<file path="src/rtl/gpio_pkg.sv">
package gpio_pkg;
  localparam int unsigned PORT_W  = 8;
  localparam int unsigned ADDR_W  = 2;
  localparam int unsigned PUD_BIT = 6;

  typedef enum logic [ADDR_W-1:0] {
    REG_DIR  = 2'd0,
    REG_PORT = 2'd1,
    REG_LAT  = 2'd2,
    REG_PAD  = 2'd3
  } reg_sel_e;
endpackage

</file>
<file path="src/rtl/gpio_rst_sync.sv">
module gpio_rst_sync #(
  parameter int unsigned STAGES = 2
) (
  input  logic clk,
  input  logic rst_n,
  output logic rst_sync_n
);
  logic [STAGES-1:0] chain_q;
  logic [STAGES-1:0] chain_d;

  always_comb begin
    chain_d = {chain_q[STAGES-2:0], 1'b1};
  end

  always_ff @(posedge clk or negedge rst_n) begin
    if (!rst_n) chain_q <= '0;
    else        chain_q <= chain_d;
  end

  assign rst_sync_n = chain_q[STAGES-1];
endmodule

</file>
<file path="src/rtl/gpio_in_sync.sv">
module gpio_in_sync #(
  parameter int unsigned WIDTH  = 8,
  parameter int unsigned STAGES = 2
) (
  input  logic             clk,
  input  logic             rst_n,
  input  logic [WIDTH-1:0] async_in,
  output logic [WIDTH-1:0] sync_out
);
  logic [WIDTH-1:0] stage_q [STAGES];
  logic [WIDTH-1:0] stage_d [STAGES];

  generate
    for (genvar s = 0; s < STAGES; s++) begin : g_stage
      if (s == 0) begin : g_first
        always_comb stage_d[s] = async_in;
      end else begin : g_next
        always_comb stage_d[s] = stage_q[s-1];
      end
      always_ff @(posedge clk or negedge rst_n) begin
        if (!rst_n) stage_q[s] <= '0;
        else        stage_q[s] <= stage_d[s];
      end
    end
  endgenerate

  assign sync_out = stage_q[STAGES-1];
endmodule

</file>
<file path="src/rtl/gpio_regs.sv">
module gpio_regs
  import gpio_pkg::*;
#(
  parameter int unsigned WIDTH = PORT_W
) (
  input  logic              clk,
  input  logic              rst_n,
  input  logic [ADDR_W-1:0] addr,
  input  logic              wr_en,
  input  logic [WIDTH-1:0]  wdata,
  input  logic [WIDTH-1:0]  pad_sync,
  output logic [WIDTH-1:0]  dir_q,
  output logic [WIDTH-1:0]  lat_q,
  output logic              pud_q,
  output logic [WIDTH-1:0]  rdata
);
  logic [WIDTH-1:0] dir_d, lat_d, rdata_d, rdata_q;
  logic             pud_d;
  logic             dir_en, lat_en, pud_en;
  logic [WIDTH-1:0] pad_view;
  reg_sel_e         sel;

  always_comb begin
    sel    = reg_sel_e'(addr);
    dir_en = wr_en && (sel == REG_DIR);
    lat_en = wr_en && ((sel == REG_PORT) || (sel == REG_LAT));
    pud_en = wr_en && (sel == REG_PAD);
    dir_d  = dir_en ? wdata : dir_q;
    lat_d  = lat_en ? wdata : lat_q;
    pud_d  = pud_en ? wdata[PUD_BIT] : pud_q;
  end

  always_comb begin
    pad_view          = '0;
    pad_view[PUD_BIT] = pud_q;
    unique case (sel)
      REG_DIR:  rdata_d = dir_q;
      REG_PORT: rdata_d = pad_sync;
      REG_LAT:  rdata_d = lat_q;
      REG_PAD:  rdata_d = pad_view;
      default:  rdata_d = '0;
    endcase
  end

  always_ff @(posedge clk or negedge rst_n) begin
    if (!rst_n) begin
      dir_q   <= '1;
      lat_q   <= '0;
      pud_q   <= 1'b1;
      rdata_q <= '0;
    end else begin
      dir_q   <= dir_d;
      lat_q   <= lat_d;
      pud_q   <= pud_d;
      rdata_q <= rdata_d;
    end
  end

  assign rdata = rdata_q;
endmodule

</file>
<file path="src/rtl/gpio_pin_ctrl.sv">
module gpio_pin_ctrl #(
  parameter int unsigned WIDTH = 8
) (
  input  logic [WIDTH-1:0] dir_q,
  input  logic [WIDTH-1:0] lat_q,
  input  logic             pud_q,
  input  logic [WIDTH-1:0] alt_en,
  input  logic [WIDTH-1:0] alt_oe,
  input  logic [WIDTH-1:0] alt_out,
  output logic [WIDTH-1:0] pin_out,
  output logic [WIDTH-1:0] pin_oe,
  output logic [WIDTH-1:0] pin_pu
);
  generate
    for (genvar i = 0; i < WIDTH; i++) begin : g_pin
      logic eff_oe;
      logic eff_out;
      always_comb begin
        if (alt_en[i]) begin
          eff_oe  = alt_oe[i];
          eff_out = alt_out[i];
        end else begin
          eff_oe  = ~dir_q[i];
          eff_out = lat_q[i];
        end
      end
      assign pin_oe[i]  = eff_oe;
      assign pin_out[i] = eff_out;
      assign pin_pu[i]  = ~pud_q & ~eff_oe;
    end
  endgenerate
endmodule

</file>
<file path="src/rtl/gpio_port.sv">
module gpio_port
  import gpio_pkg::*;
(
  input  logic              clk,
  input  logic              rst_n,
  input  logic [ADDR_W-1:0] addr,
  input  logic              wr_en,
  input  logic [PORT_W-1:0] wdata,
  output logic [PORT_W-1:0] rdata,
  input  logic [PORT_W-1:0] pad_in,
  input  logic [PORT_W-1:0] alt_en,
  input  logic [PORT_W-1:0] alt_oe,
  input  logic [PORT_W-1:0] alt_out,
  output logic [PORT_W-1:0] pin_out,
  output logic [PORT_W-1:0] pin_oe,
  output logic [PORT_W-1:0] pin_pu
);
  logic              rst_sync_n;
  logic [PORT_W-1:0] sync_q;
  logic [PORT_W-1:0] dir_q;
  logic [PORT_W-1:0] lat_q;
  logic              pud_q;

  gpio_rst_sync #(.STAGES(2)) u_rst (
    .clk        (clk),
    .rst_n      (rst_n),
    .rst_sync_n (rst_sync_n)
  );

  gpio_in_sync #(.WIDTH(PORT_W), .STAGES(2)) u_sync (
    .clk      (clk),
    .rst_n    (rst_sync_n),
    .async_in (pad_in),
    .sync_out (sync_q)
  );

  gpio_regs #(.WIDTH(PORT_W)) u_regs (
    .clk      (clk),
    .rst_n    (rst_sync_n),
    .addr     (addr),
    .wr_en    (wr_en),
    .wdata    (wdata),
    .pad_sync (sync_q),
    .dir_q    (dir_q),
    .lat_q    (lat_q),
    .pud_q    (pud_q),
    .rdata    (rdata)
  );

  gpio_pin_ctrl #(.WIDTH(PORT_W)) u_pins (
    .dir_q   (dir_q),
    .lat_q   (lat_q),
    .pud_q   (pud_q),
    .alt_en  (alt_en),
    .alt_oe  (alt_oe),
    .alt_out (alt_out),
    .pin_out (pin_out),
    .pin_oe  (pin_oe),
    .pin_pu  (pin_pu)
  );
endmodule

</file>
<file path="config.mk">
export PLATFORM = sky130hd
export DESIGN_NAME = gpio_port
export DESIGN_NICKNAME = d
export VERILOG_FILES = /design/src/rtl/gpio_pkg.sv /design/src/rtl/gpio_rst_sync.sv /design/src/rtl/gpio_in_sync.sv /design/src/rtl/gpio_regs.sv /design/src/rtl/gpio_pin_ctrl.sv /design/src/rtl/gpio_port.sv
export SDC_FILE = /design/constraint.sdc
export NUM_CORES = 1
export LEC_CHECK = 0
export ABC_CLOCK_PERIOD_IN_PS = 2600
export BUFFER_PORTS_ARGS = -buffer_cell sky130_fd_sc_hd__buf_2
export CAP_MARGIN = 20
export CORE_AREA = 2 2 63 65
export CTS_BUF_LIST = sky130_fd_sc_hd__clkbuf_8
export CTS_CLUSTER_DIAMETER = 60
export CTS_CLUSTER_SIZE = 25
export DETAILED_ROUTE_END_ITERATION = 16
export DIE_AREA = 0 0 65 67
export PLACE_DENSITY_LB_ADDON = 0.3
export SETUP_SLACK_MARGIN = 0.1
export SLEW_MARGIN = 5
export SYNTH_ARGS = -nofsm -noshare
export SYNTH_HDL_FRONTEND = slang
export SYNTH_SLANG_ARGS = --single-unit
</file>
<file path="constraint.sdc">
create_clock -name clk -period 2.6 [get_ports clk]
set_input_delay 0.65 -clock clk [delete_from_list [all_inputs] [get_ports clk]]
set_output_delay 0.65 -clock clk [all_outputs]
set_load 0.02 [all_outputs]
</file>
==> metrics.csv <==
stage,metric,value,unit
cts,cts-resized-gates,0,
timing,relSlewSlack,0.442,
route,drt_pass1_iterations,4,
cts,cts_root_buf,clkbuf_8,
cts,cts_buffers,5,
synthesis,synth_area_leaders,"dfrtp_1, mux2_2, dfstp_2",
worst_setup_path,crit_path_max_incr_delay,0.56,ns
floorplan,io_pins,77,
worst_setup_path,slowest_stage,dfstp_2,
placement,port_buffers,76,
synthesis,synth_top_area_frac,0.448,
timing,hold_viol,0,
power,power.share.clock,0.243,
global_route,antenna_found_initial,0,
timing,rsz0062_at_grt,false,
timing,setup_tns,0,ns
route,antenna_left,0,
synthesis,ys_async_sr_fraction,1.00,
cts,cts_sinks,43,
power,power_frac_comb,0.223,
min_path,hp-class,in -> async,
cts,ctsHoldBuffers,0,
placement,gp_congestion,0.738,
timing,post-route-min-period,1.92,ns
power,irDropWorstVdd,0.358,mV
synthesis,yosysUniqueCellTypes,16,
worst_setup_path,critPathTopFamily,flip-flops,
floorplan,rows,22,
floorplan,start_util,0.527,
power,seq_power_share,0.535,
flow_run,maxCapViolations,0,
power,power_per_cell_area,690,nW/um^2
worst_setup_path,criticalPathCategory,reg -> out,
route,wire_per_inst,12.8,um
worst_setup_path,crit_buf_inv,1,
synthesis,synth_edf_count,0,
route,drc,0,
power,p_leak,1.12,nW
cells_and_area,nNetsFinal,268,
synthesis,synth_nets,205,
power,switching_share,0.293,
route,vias_per_cell,4.88,
cts,clockBufferDepth,2,
worst_setup_path,worstPathCellList,nor2_1 > nor3b_1 > buf_2,
synthesis,synth_most_common_cell,dfrtp_1,
timing,skew,0.00426,ns
global_route,grt_pass1_vias,1207,
floorplan,core,3610,um^2
cells_and_area,drive_gt1_frac,0.543,
floorplan,dieWidth,65,um
power,p_sw,461,uW
floorplan,die_area,4360,um^2
timing,drv_slew,0,
route,finalWirelength,3.41,mm
synthesis,synth.avg_cell_area,12.3,um^2
synthesis,synth_commonest_cells,"dfrtp_1, mux2_2, buf_4",
cts,htreeDepth,2,
synthesis,yosys.area.top_type,dfrtp_1,
outcome,status,completed,
route,vias,1304,
cts,worstSkewPairLatency,0.29,ns
floorplan,die_h,67,um
cts,cts_tree,built,
synthesis,synthesis.area,1900,um^2
global_route,gr-total-overflow,0,
worst_setup_path,end_kind,output pin,
cells_and_area,fill_cells,305,
global_route,grt_first_pass_wirelength,5.34,mm
worst_setup_path,arrival,1.27,ns
synthesis,yosysWarnings,0,
synthesis,ys_ff_latch,43,
timing,max_freq,521,MHz
route,drtIter0Drc,49,
global_route,grtUsageTotal,0.169,
worst_setup_path,start_kind,register,
cts,post_cts_buffers,0,
worst_setup_path,required,1.95,ns
cells_and_area,area_growth_syn_to_layout,20.0,%
synthesis,seq_area_frac_synth,0.572,
placement,hpwl,2.49,mm
synthesis,synthCells,155,
power,internal_power,1.11,mW
timing,holdWs,0.138,ns
timing,setup_viol,0,
cells_and_area,n_antenna_cell,0,
timing,worst_pin_slew,0.837,ns
cts,clkTransAtPathRegs,0.07,ns
worst_setup_path,cp_max_fo,4,
global_route,grt_max_degree,42,
timing,fin_crit_sh,0.739,
synthesis,synth_ff_type,dfrtp_1,
## cells in the final DEF, fill, tap and decap left out, drive strengths merged
cell / n
mux2: 25
nor2: 8
dfrtp: 34
inv: 5
a22oi: 7
a222oi: 1
nor3b: 8
dfstp: 9
clkbuf: 5
clkinv: 1
nand2: 18
ha: 5
conb: 1
o21ai: 15
mux2i: 1
buf: 76
## path summary, 6_finish.rpt
kind	start	endpoint	slack (ns)	cells past startpoint
max	u_regs.dir_q[1]	pin_pu[1]	0.68	3
min	rst_n	u_rst.chain_q[1]	0.14	1
max reg2reg	u_regs.pud_q	u_regs.rdata[6]	1.55	2
min reg2reg	u_sync.stage_d[2]	u_sync.sync_out[2]	0.35	0
max in group asynchronous	u_rst.chain_q[1]	u_regs.rdata[1]	1.70	0
min in group clk	u_sync.stage_d[2]	u_sync.sync_out[2]	0.35	0
## per-stage QoR
stage	cells	area, um^2	util	total power, mW	worst slack [ns]
6_report	267	2280	0.632	1.57	0.679
2_1_floorplan	155	1900	-	1.11	0.716
3_3_place_gp	259	2200	0.610	1.20	0.716
3_5_place_dp	259	2200	0.610	1.21	0.705
5_1_grt	267	2280	0.632	1.66	0.611
4_1_cts	267	2280	0.632	1.60	0.662
## worst reg2reg max path: stages (launching register included)
cell,delay (ns)
dfstp_2,0.69
a222oi_1,0.13
mux2i_1,0.15
## registers in the layout, indices dropped and copies added (netlist names)
signal / flops
u_regs.rdata: 8
u_rst.chain_q: 2
u_sync.sync_out: 8
u_regs.dir_q: 8
u_regs.lat_q: 8
u_regs.pud_q: 1
u_sync.stage_d: 8
## cell type report
class / instances / area, um^2 / share of cell area
clock buffer: 5 / 68.8 / 0.0302
clock inverter: 3 / 12.5 / 0.00549
inverter: 3 / 11.3 / 0.00494
multi-input combinational: 89 / 658 / 0.289
sequential: 43 / 1090 / 0.477
tap: 48 / 60.1 / 0.0263
timing repair buffer: 76 / 380 / 0.167
## per-layer routing
metal | part of all wire | global-route usage
met1 | 0.41 | 0.197
met2 | 0.51 | 0.299
met3 | 0.066 | 0.0389
met4 | 0.013 | 0.0718
met5 | 0 | 0
## logic make-up after synthesis
group                    count (synthesis)  synth area share
flip-flops                              43             0.572
other                                    1           0.00197
multiplexers                            26             0.153
AND/OR/NAND/NOR                         34            0.0856
buffers and inverters                   23            0.0810
AO/OA/AOI/OAI                           23            0.0725
adder cells (fa/ha/maj)                  5            0.0329
## power by group through the flow
stage	logic, mW	registers [mW]	clock network, mW
3_5_place_dp	0.355	0.856	0
5_1_grt	0.382	0.856	0.426
4_1_cts	0.356	0.843	0.396
6_report	0.350	0.841	0.382
3_3_place_gp	0.348	0.854	0
2_1_floorplan	0.267	0.848	0
Power figures use the tool's default switching activity.
